## src/rtl/ipu_pkg.sv

```systemverilog
package ipu_pkg;
  localparam int OPC_W = 8;
  localparam int ARG_W = 8;
  localparam int EXC_W = 8;

  localparam logic [OPC_W-1:0] OPC_NOP    = 8'h00;
  localparam logic [OPC_W-1:0] OPC_HALT   = 8'hFF;
  localparam logic [OPC_W-1:0] OPC_JMP_T  = 8'hE0;
  localparam logic [OPC_W-1:0] OPC_JMP_NT = 8'hE1;
  localparam logic [OPC_W-1:0] OPC_SKP_T  = 8'hE2;
  localparam logic [OPC_W-1:0] OPC_SKP_NT = 8'hE3;

  localparam logic [EXC_W-1:0] EXC_END  = 8'h00;
  localparam logic [EXC_W-1:0] EXC_MALF = 8'h01;
  localparam logic [EXC_W-1:0] EXC_VIOL = 8'h02;

  typedef enum logic [1:0] {ACT_STEP, ACT_JUMP, ACT_SKIP, ACT_HALT} act_e;

  // Argument bits each opcode may use; all others must be zero.
  function automatic logic [ARG_W-1:0] legal_args(input logic [OPC_W-1:0] opc);
    case (opc)
      OPC_NOP, OPC_HALT, OPC_JMP_T, OPC_JMP_NT: legal_args = '0;
      default:                                  legal_args = '1;
    endcase
  endfunction
endpackage

```

## src/rtl/ipu_decode.sv

```systemverilog
module ipu_decode
  import ipu_pkg::*;
(
  input  logic [OPC_W-1:0] opc,
  input  logic [ARG_W-1:0] arg,
  input  logic             tflag,
  output act_e             act,
  output logic             take,
  output logic             bad
);
  always_comb begin
    act  = ACT_STEP;
    take = 1'b0;
    case (opc)
      OPC_HALT:   act = ACT_HALT;
      OPC_JMP_T:  begin act = ACT_JUMP; take = tflag;  end
      OPC_JMP_NT: begin act = ACT_JUMP; take = !tflag; end
      OPC_SKP_T:  begin act = ACT_SKIP; take = tflag;  end
      OPC_SKP_NT: begin act = ACT_SKIP; take = !tflag; end
      default:    act = ACT_STEP;
    endcase
    bad = |(arg & ~legal_args(opc));
  end
endmodule

```

## src/rtl/ipu_target.sv

```systemverilog
module ipu_target
  import ipu_pkg::*;
#(
  parameter int ADDR_W = 16,
  parameter int STEP   = 2
) (
  input  logic [ADDR_W-1:0] ip,
  input  logic [ADDR_W-1:0] ap,
  input  logic [ARG_W-1:0]  arg,
  input  act_e              act,
  input  logic              take,
  output logic [ADDR_W-1:0] next_ip
);
  localparam logic [ADDR_W-1:0] STEP_V = ADDR_W'(STEP);

  logic [ADDR_W-1:0] arg_sx;
  logic [ADDR_W-1:0] bias;
  logic [ADDR_W-1:0] offset;
  logic [ADDR_W-1:0] base;

  generate
    if (ADDR_W > ARG_W) begin : g_ext
      assign arg_sx = {{(ADDR_W-ARG_W){arg[ARG_W-1]}}, arg};
    end else begin : g_trunc
      assign arg_sx = arg[ADDR_W-1:0];
    end
  endgenerate

  // Forward distances are biased by one slot; backward ones are not.
  assign bias   = arg[ARG_W-1] ? arg_sx : arg_sx + 1'b1;
  assign offset = bias + bias;

  always_comb begin
    base = ip;
    if (take && act == ACT_JUMP) base = ap - STEP_V;
    if (take && act == ACT_SKIP) base = ip + offset;
    next_ip = base + STEP_V;
  end
endmodule

```

## src/rtl/ipu_state.sv

```systemverilog
module ipu_state
  import ipu_pkg::*;
#(
  parameter int ADDR_W   = 16,
  parameter int RESET_IP = 2
) (
  input  logic              clk,
  input  logic              rst,
  input  logic              done,
  input  logic              viol,
  input  act_e              act,
  input  logic              bad,
  input  logic [ADDR_W-1:0] next_ip,
  output logic [ADDR_W-1:0] ip_q,
  output logic              run_q,
  output logic              malf_q,
  output logic [EXC_W-1:0]  exc_q
);
  always_ff @(posedge clk) begin
    if (rst) begin
      ip_q   <= ADDR_W'(RESET_IP);
      run_q  <= 1'b1;
      malf_q <= 1'b0;
      exc_q  <= '0;
    end else if (run_q) begin
      if (viol) begin
        run_q <= 1'b0;
        exc_q <= EXC_VIOL;
      end else if (done) begin
        if (bad) begin
          run_q  <= 1'b0;
          malf_q <= 1'b1;
          exc_q  <= EXC_MALF;
        end else if (act == ACT_HALT) begin
          run_q <= 1'b0;
          exc_q <= EXC_END;
        end else begin
          ip_q <= next_ip;
        end
      end
    end
  end
endmodule

```

## src/rtl/insn_ptr_seq.sv

```systemverilog
module insn_ptr_seq
  import ipu_pkg::*;
#(
  parameter int ADDR_W   = 16,
  parameter int RESET_IP = 2,
  parameter int STEP     = 2
) (
  input  logic                    clk,
  input  logic                    rst,
  input  logic [OPC_W+ARG_W-1:0]  insn_i,
  input  logic                    tflag_i,
  input  logic [ADDR_W-1:0]       ap_i,
  input  logic                    done_i,
  input  logic                    viol_i,
  output logic [ADDR_W-1:0]       ip_o,
  output logic                    running_o,
  output logic                    malformed_o,
  output logic [EXC_W-1:0]        exit_code_o
);
  localparam int INSN_W = OPC_W + ARG_W;

  logic [OPC_W-1:0]  opc;
  logic [ARG_W-1:0]  arg;
  act_e              act;
  logic              take;
  logic              bad;
  logic [ADDR_W-1:0] next_ip;

  assign opc = insn_i[INSN_W-1:ARG_W];
  assign arg = insn_i[ARG_W-1:0];

  ipu_decode u_dec (
    .opc   (opc),
    .arg   (arg),
    .tflag (tflag_i),
    .act   (act),
    .take  (take),
    .bad   (bad)
  );

  ipu_target #(.ADDR_W(ADDR_W), .STEP(STEP)) u_tgt (
    .ip      (ip_o),
    .ap      (ap_i),
    .arg     (arg),
    .act     (act),
    .take    (take),
    .next_ip (next_ip)
  );

  ipu_state #(.ADDR_W(ADDR_W), .RESET_IP(RESET_IP)) u_st (
    .clk     (clk),
    .rst     (rst),
    .done    (done_i),
    .viol    (viol_i),
    .act     (act),
    .bad     (bad),
    .next_ip (next_ip),
    .ip_q    (ip_o),
    .run_q   (running_o),
    .malf_q  (malformed_o),
    .exc_q   (exit_code_o)
  );
endmodule

```

## config.mk

```make
export PLATFORM = sky130hd
export DESIGN_NAME = insn_ptr_seq
export DESIGN_NICKNAME = d
export VERILOG_FILES = /design/src/rtl/ipu_pkg.sv /design/src/rtl/ipu_decode.sv /design/src/rtl/ipu_target.sv /design/src/rtl/ipu_state.sv /design/src/rtl/insn_ptr_seq.sv
export SDC_FILE = /design/constraint.sdc
export NUM_CORES = 1
export LEC_CHECK = 0
export CAP_MARGIN = 20
export CORE_MARGIN = 2
export CORE_UTILIZATION = 45
export CTS_CLUSTER_SIZE = 30
export DETAILED_ROUTE_END_ITERATION = 8
export DONT_BUFFER_PORTS = 1
export SLEW_MARGIN = 10
export SYNTH_ARGS = -nofsm -noshare
export SYNTH_HDL_FRONTEND = slang
export SYNTH_SLANG_ARGS = --single-unit
```

## constraint.sdc

```tcl
create_clock -name clk -period 3.6 [get_ports clk]
set_clock_uncertainty 0.05 [all_clocks]
set_input_delay 0 -clock clk [delete_from_list [all_inputs] [get_ports clk]]
set_output_delay 0 -clock clk [all_outputs]
set_load 0.005 [all_outputs]
```

==> run_results.csv, run 1 <==
group,metric,value,unit
outcome,status,"complete, no violations",
grt,antenna_found_initial,0,
run,drv_cap,0,
power_and_ir_drop,ir_drop,0.184,mV
clock_network,clk_path_buf_depth,2,
floorplan,core,5990,um^2
sta,max_slew_margin,42.0,%
final_layout,synthToLayoutAreaGrowth,6.52,%
grt,grt_overflow,0,
synth,syn-cell-area,2820,um^2
min_path,min_path_type,"primary input to flop",
sta,slew_viol_final,0,
synth,yosys_most_used_dff,"dfxtp_1",
clock_network,cts_num_sinks,20,
synth,synth.area.top_cells,"dfxtp_1 (14%), ha_1 (7.5%), nand2_1 (5.7%)",
placement,post-place-ws,0.0556,ns
sta,fin_crit_sh,93.6,%
grt,grt_max_degree,33,
sta,hold_slack,0.0222,ns
grt,grt_pass1_wl,13400,um
route,via_count,2962,
final_layout,nFillCells,605,
clock_network,clk_pin_slew_worst_paths,0.07,ns
sta,worst_pin_slew,0.868,ns
power_and_ir_drop,total_power,630,uW
setup_path,worst_ep_required_time,3.72,ns
final_layout,design_area,3000,um^2
route,ant_nets,0,
grt,busiest_layer,"met2",
synth,synth.distinct_cells,72,
sta,setup_ws,0.232,ns
placement,placed_cell_area,2890,um^2
final_layout,finalNetCount,453,
sta,rsz0062_at_grt,"no",
floorplan,io_pins,63,
grt,grt_use_met3,3.68,%
synth,syn_avg_cell_area,7.14,um^2
setup_path,crit_type,"flop to flop",
clock_network,cts-root-buf,"clkbuf_8",
setup_path,crit_arrival,3.49,ns
setup_path,crit_path_max_fanout,4,
floorplan,rows,28,
floorplan,initial_utilization,47.1,%
sta,fin_crit,3.37,ns
sta,fmax,297,MHz
sta,hold_violations,0,
grt,grtUsageTotal,23.5,%
floorplan,dieArea,6910,um^2
synth,yosys_warnings,0,
setup_path,start_kind,"flop",
route,vias_per_cell,6.29,
synth,ys_seq_area_share,14.2,%
route,avgRoutedWirePerCell,17.7,um
synth,yosysTopAreaCell,"dfxtp_1",
power_and_ir_drop,pwr_density_cell,210,nW/um^2
placement,io_buffers,0,
route,routed_wl,8330,um
final_layout,antennaDiodeCount,0,
grt,grt_util_met1,30.8,%
synth,synth_enable_flop_cells,0,
synth,netlist_instances,395,
route,dr.pass1.iters,5,
setup_path,worstSetupEndpointType,"flop",
sta,finalSetupViolations,0,
synth,synth_seq_cells,20,
placement,place_hpwl,6580,um
clock_network,cts_made_buffers,3,
synth,synth_top_area_share,14.2,%
grt,grt_pass1_vias,2690,
final_layout,drive_above_1_share,8.84,%
floorplan,chipHeight,83.1,um
route,dr.first_iter.drc_count,243,
synth,synthArstFlopShare,0,%
clock_network,cts_tree,"yes",
placement,routabilityCongestion,0.880,
sta,tns,0,ns
clock_network,worstSkewPairLatency,0.26,ns
route,drc,0,
floorplan,die_width,83.1,um
clock_network,post_cts_buffers,0,
power_and_ir_drop,p_leak,0.00110,uW
grt,use_met2,41.3,%
clock_network,htree_levels,1,
==> registers in the layout (all words and copies together), names as in the netlist <==
name         flops
u_st.ip_q       16
u_st.exc_q       2
u_st.malf_q      1
u_st.run_q       1
==> cell usage after synthesis (6+ instances only) <==
cell and number:
ha_1 17, a211oi_1 11, xnor2_1 17, nor4_1 10
nand4_1 8, nor3_1 10, dfxtp_1 20, o21ai_0 19
nand3_1 20, clkbuf_1 15, buf_4 6, inv_1 15
xor2_1 7, a21oi_1 22, nor2_1 38, nand2_1 43
==> power breakdown <==
group	internal, uW	switching [uW]
Combinational	98.0	140
Sequential	230	11.5
Clock	74.7	75.8
Total	403	227
==> cells by family after synthesis <==
group	after synthesis	synth area share [%]
and+or+nand+nor	167	30.2
AOI/OAI and AO/OA	120	31.6
buffers and inverters	42	7.10
xor gates and xnor gates	24	7.46
DFF	20	14.2
adders and majority gates	18	8.26
muxes	3	1.11
other	1	0.133
==> layer usage <==
layer	part of all wire [%]	vias up
met4	1.4	0
met1	45	1358
met5	0	-
met2	47	113
met3	6.3	10
li1	-	1481
==> worst max-delay path, stage by stage, from the launching register on <==
cell,delay (ns)
dfxtp_1,0.37
ha_1,0.21
inv_1,0.06
fa_1,0.40
nand2b_1,0.22
a21oi_1,0.19
xor2_1,0.24
nand4_1,0.23
a2111oi_4,0.40
nand2_1,0.12
or4_1,0.54
o311ai_1,0.26
==> cell type report <==
cell class / instances / area [um^2] / area share (%)
Clock buffer: 3 / 41.3 / 1.38
Inverter: 15 / 56.3 / 1.88
Multi-Input combinational cell: 338 / 2250 / 74.8
Sequential cell: 20 / 400 / 13.3
Tap cell: 75 / 93.8 / 3.13
Timing Repair Buffer: 20 / 165 / 5.50
==> final timing paths <==
path / slack [ns] / cells after the start / startpoint / to
worst max-delay path: 0.23 / 11 / u_st.ip_q[1] / u_st.ip_q[12]
worst max register to register: 0.23 / 11 / u_st.ip_q[1] / u_st.ip_q[12]
worst min-delay path: 0.02 / 3 / viol_i / u_st.run_q
worst min register to register: 0.43 / 2 / u_st.exc_q[0] / u_st.exc_q[0]
==> metrics by stage <==
step,util [%],std cells
6_report,50.1,471
4_1_cts,50.0,471
2_1_floorplan,-,400
5_1_grt,50.1,471
3_3_place_gp,48.3,462
3_5_place_dp,48.3,462
==> layout by cell type (no fill, tap or decap), drive strengths merged, types with 3 or more instances in the layout <==
master,count
or3,5
xnor2,17
a31oi,5
or4,5
a211o,4
a22oi,5
dfxtp,20
a311o,3
and3,6
nand2b,4
o211ai,4
a2111oi,3
buf,14
a21oi,25
or4b,3
nand3,20
o31ai,4
a211oi,13
clkbuf,3
o21ai,22
o21a,5
dlygate4sd3,6
nor4,10
xor2,7
nor3,11
nor2,39
conb,6
inv,15
nand4,8
a21o,5
ha,17
nand2,43
==> timing repair <==
action                                  4_1_cts  5_1_grt
gates resized for setup                       0        2
endpoints found under the setup margin        0        2
hold buffers                                  6        0
hold endpoints to repair                     20        0
Note: power is estimated with default switching activity, not from simulation.
==> run 2: changes to the inputs <==
- SETUP_SLACK_MARGIN: not set -> 0.3
- SLEW_MARGIN: 10 -> not set
==> run_results.csv, run 2 (synthesis results as in run 1) <==
group,metric,value,unit
setup_path,r2r-start,"u_st.ip_q[1]",
grt,grt_overflow,0,
final_layout,regMostFlops,"u_st.ip_q",
sta,slew_viol_final,0,
sta,fin_crit,3.22,ns
setup_path,worstSetupEndpointType,"flop",
floorplan,io_pins,63,
final_layout,largest_reg_flops,16,
final_layout,design_area,3160,um^2
final_layout,reg_top3,"u_st.ip_q x16, u_st.exc_q x2",
grt,grt_pass1_wl,13800,um
final_layout,nFillCells,607,
clock_network,worstSkewPairLatency,0.26,ns
grt,grtUsageTotal,23.8,%
placement,io_buffers,0,
setup_path,slowest_stage,"or4_1",
placement,place_hpwl,6480,um
setup_path,crit_family,"compound AO/OA/AOI/OAI gates",
placement,placedCellCount,462,
grt,grt_pass1_vias,2777,
clock_network,cts-root-buf,"clkbuf_8",
sta,fmax,310,MHz
final_layout,final-seq-area,402,um^2
setup_path,ff2ff_setup_slack,0.38,ns
grt,grt_max_degree,33,
setup_path,worstRegToRegCells,11,
setup_path,slowest_delay,0.55,ns
floorplan,dieArea,6910,um^2
sta,finalSetupViolations,0,
setup_path,crit_arrival,3.34,ns
clock_network,clk_pin_slew_worst_paths,0.07,ns
sta,fin_crit_sh,89.5,%
sta,max_slew_margin,46.2,%
setup_path,crit_type,"flop to flop",
setup_path,crit_chain,"ha_2, inv_1, fa_2, nand2b_4, a21oi_4, o2111ai_1, a211o_1, a211oi_2, nand2_1, or4_1, a311oi_2",
final_layout,finalNetCount,460,
route,ant_nets,0,
clock_network,htree_levels,1,
route,drc,0,
final_layout,multi_input_area,2330,um^2
outcome,status,"complete, no violations",
route,avgRoutedWirePerCell,17.7,um
setup_path,worstSetupStartpoint,"u_st.ip_q[1]",
setup_path,worst_ep_required_time,3.72,ns
power_and_ir_drop,p_int,435,uW
final_layout,final_common_cell,"nand2_1",
route,routed_wl,8490,um
floorplan,rows,28,
setup_path,crit_path_max_fanout,4,
sta,rsz0062_at_grt,"no",
placement,routabilityCongestion,0.892,
power_and_ir_drop,ir_drop,0.143,mV
sta,tns,0,ns
setup_path,path_buf_inv,1,
min_path,min_path_type,"primary input to flop",
final_layout,antennaDiodeCount,0,
clock_network,cts_made_buffers,3,
sta,hold_violations,0,
setup_path,cp_num_cells,11,
clock_network,cts_num_sinks,20,
floorplan,chipHeight,83.1,um
route,via_count,2984,
power_and_ir_drop,pwr_density_cell,212,nW/um^2
final_layout,utilization,52.8,%
route,dr.pass1.iters,5,
setup_path,regToRegEndpoint,"u_st.ip_q[14]",
run,drv_cap,0,
power_and_ir_drop,power_frac_seq,36.1,%
final_layout,final_cell_mix,"nand2_1 (43), nor2_1 (38), nand3_1 (20), a21oi_1 (20)",
final_layout,final_cells,479,
clock_network,clk_path_buf_depth,2,
power_and_ir_drop,p_leak,0.00117,uW
sta,worst_pin_slew,0.806,ns
clock_network,cts_tree,"yes",
final_layout,synthToLayoutAreaGrowth,12.3,%
floorplan,initial_utilization,47.1,%
power_and_ir_drop,switchingPower,234,uW
floorplan,core,5990,um^2
setup_path,start_kind,"flop",
power_and_ir_drop,pwr-share-comb,38.1,%
power_and_ir_drop,clkPwrFrac,25.7,%
floorplan,die_width,83.1,um
power_and_ir_drop,swShare,35.0,%
route,vias_per_cell,6.23,
route,dr.first_iter.drc_count,205,
placement,placed_cell_area,2890,um^2
final_layout,drive_above_1_share,13.9,%
grt,antenna_found_initial,0,
setup_path,crit_path_end,"u_st.ip_q[14]",
-- run 2: changes by cell type in the layout (fill, tap and decap cells not counted), sizes merged --
cell,before,now
buf,14,20
clkbuf,3,4
dlygate4sd3,6,7
-- run 2: power groups by stage --
stage	logic [uW]	clock network, uW	registers, uW
6_report	255	172	242
5_1_grt	286	186	243
4_1_cts	233	175	242
3_5_place_dp	224	0	247
3_3_place_gp	222	0	247
2_1_floorplan	187	0	245
-- run 2: per-stage QoR --
step	setup WS [ns]	total power [uW]	hold slack, ns
global route	0.215	715	0.0451
CTS	0.300	650	0.00791
detailed placement	0.118	471	0.0250
finish	0.377	669	0.00741
global placement	0.189	469	0.0240
floorplan	0.306	432	0.0975
-- run 2: layout make-up --
| cell class | count | share of cell area [%] |
|---|---|---|
| clock buffers | 4 | 1.74 |
| inverters | 15 | 1.78 |
| multi-input cells | 338 | 73.7 |
| flip-flops and latches | 20 | 12.7 |
| well taps | 75 | 2.97 |
| repair buffers | 27 | 7.08 |
-- run 2: tightest hold or removal path, delay by kind of cell --
kind	cells	cell delay, ns
AO/OA/AOI/OAI	2	0.22
AND/OR/NAND/NOR	1	0.06
-- run 2: metal layers --
layer / wire length, um / global-route usage [%] / up-vias / part of all wire (%)
met3: 454 / 3.88 / 6 / 5.3
met2: 4220 / 42.4 / 89 / 50
met4: 53 / 2.83 / 0 / 0.62
met1: 3770 / 31.1 / 1393 / 44
met5: 0 / 0 / - / 0
li1: - / - / 1496 / -
-- run 2: worst min path at each step --
stage	from	to	slack, ns	cells past startpoint
3_5_place_dp	rst	u_st.ip_q[7]	0.02	1
4_1_cts	viol_i	u_st.run_q	0.008	3
6_report	viol_i	u_st.run_q	0.007	3
5_1_grt	viol_i	u_st.run_q	0.05	3
3_3_place_gp	rst	u_st.malf_q	0.02	1
2_1_floorplan	ap_i[0]	u_st.ip_q[0]	0.1	2
-- run 2: timing repair --
| action | in CTS | in global routing |
|---|---|---|
| resized for setup | 3 | 19 |
| endpoints found under the setup margin | 2 | 6 |
| hold buffers | 7 | 0 |
| setup buffers | 2 | 4 |
| hold endpoints to repair | 20 | 0 |
| pin swaps | 2 | 9 |
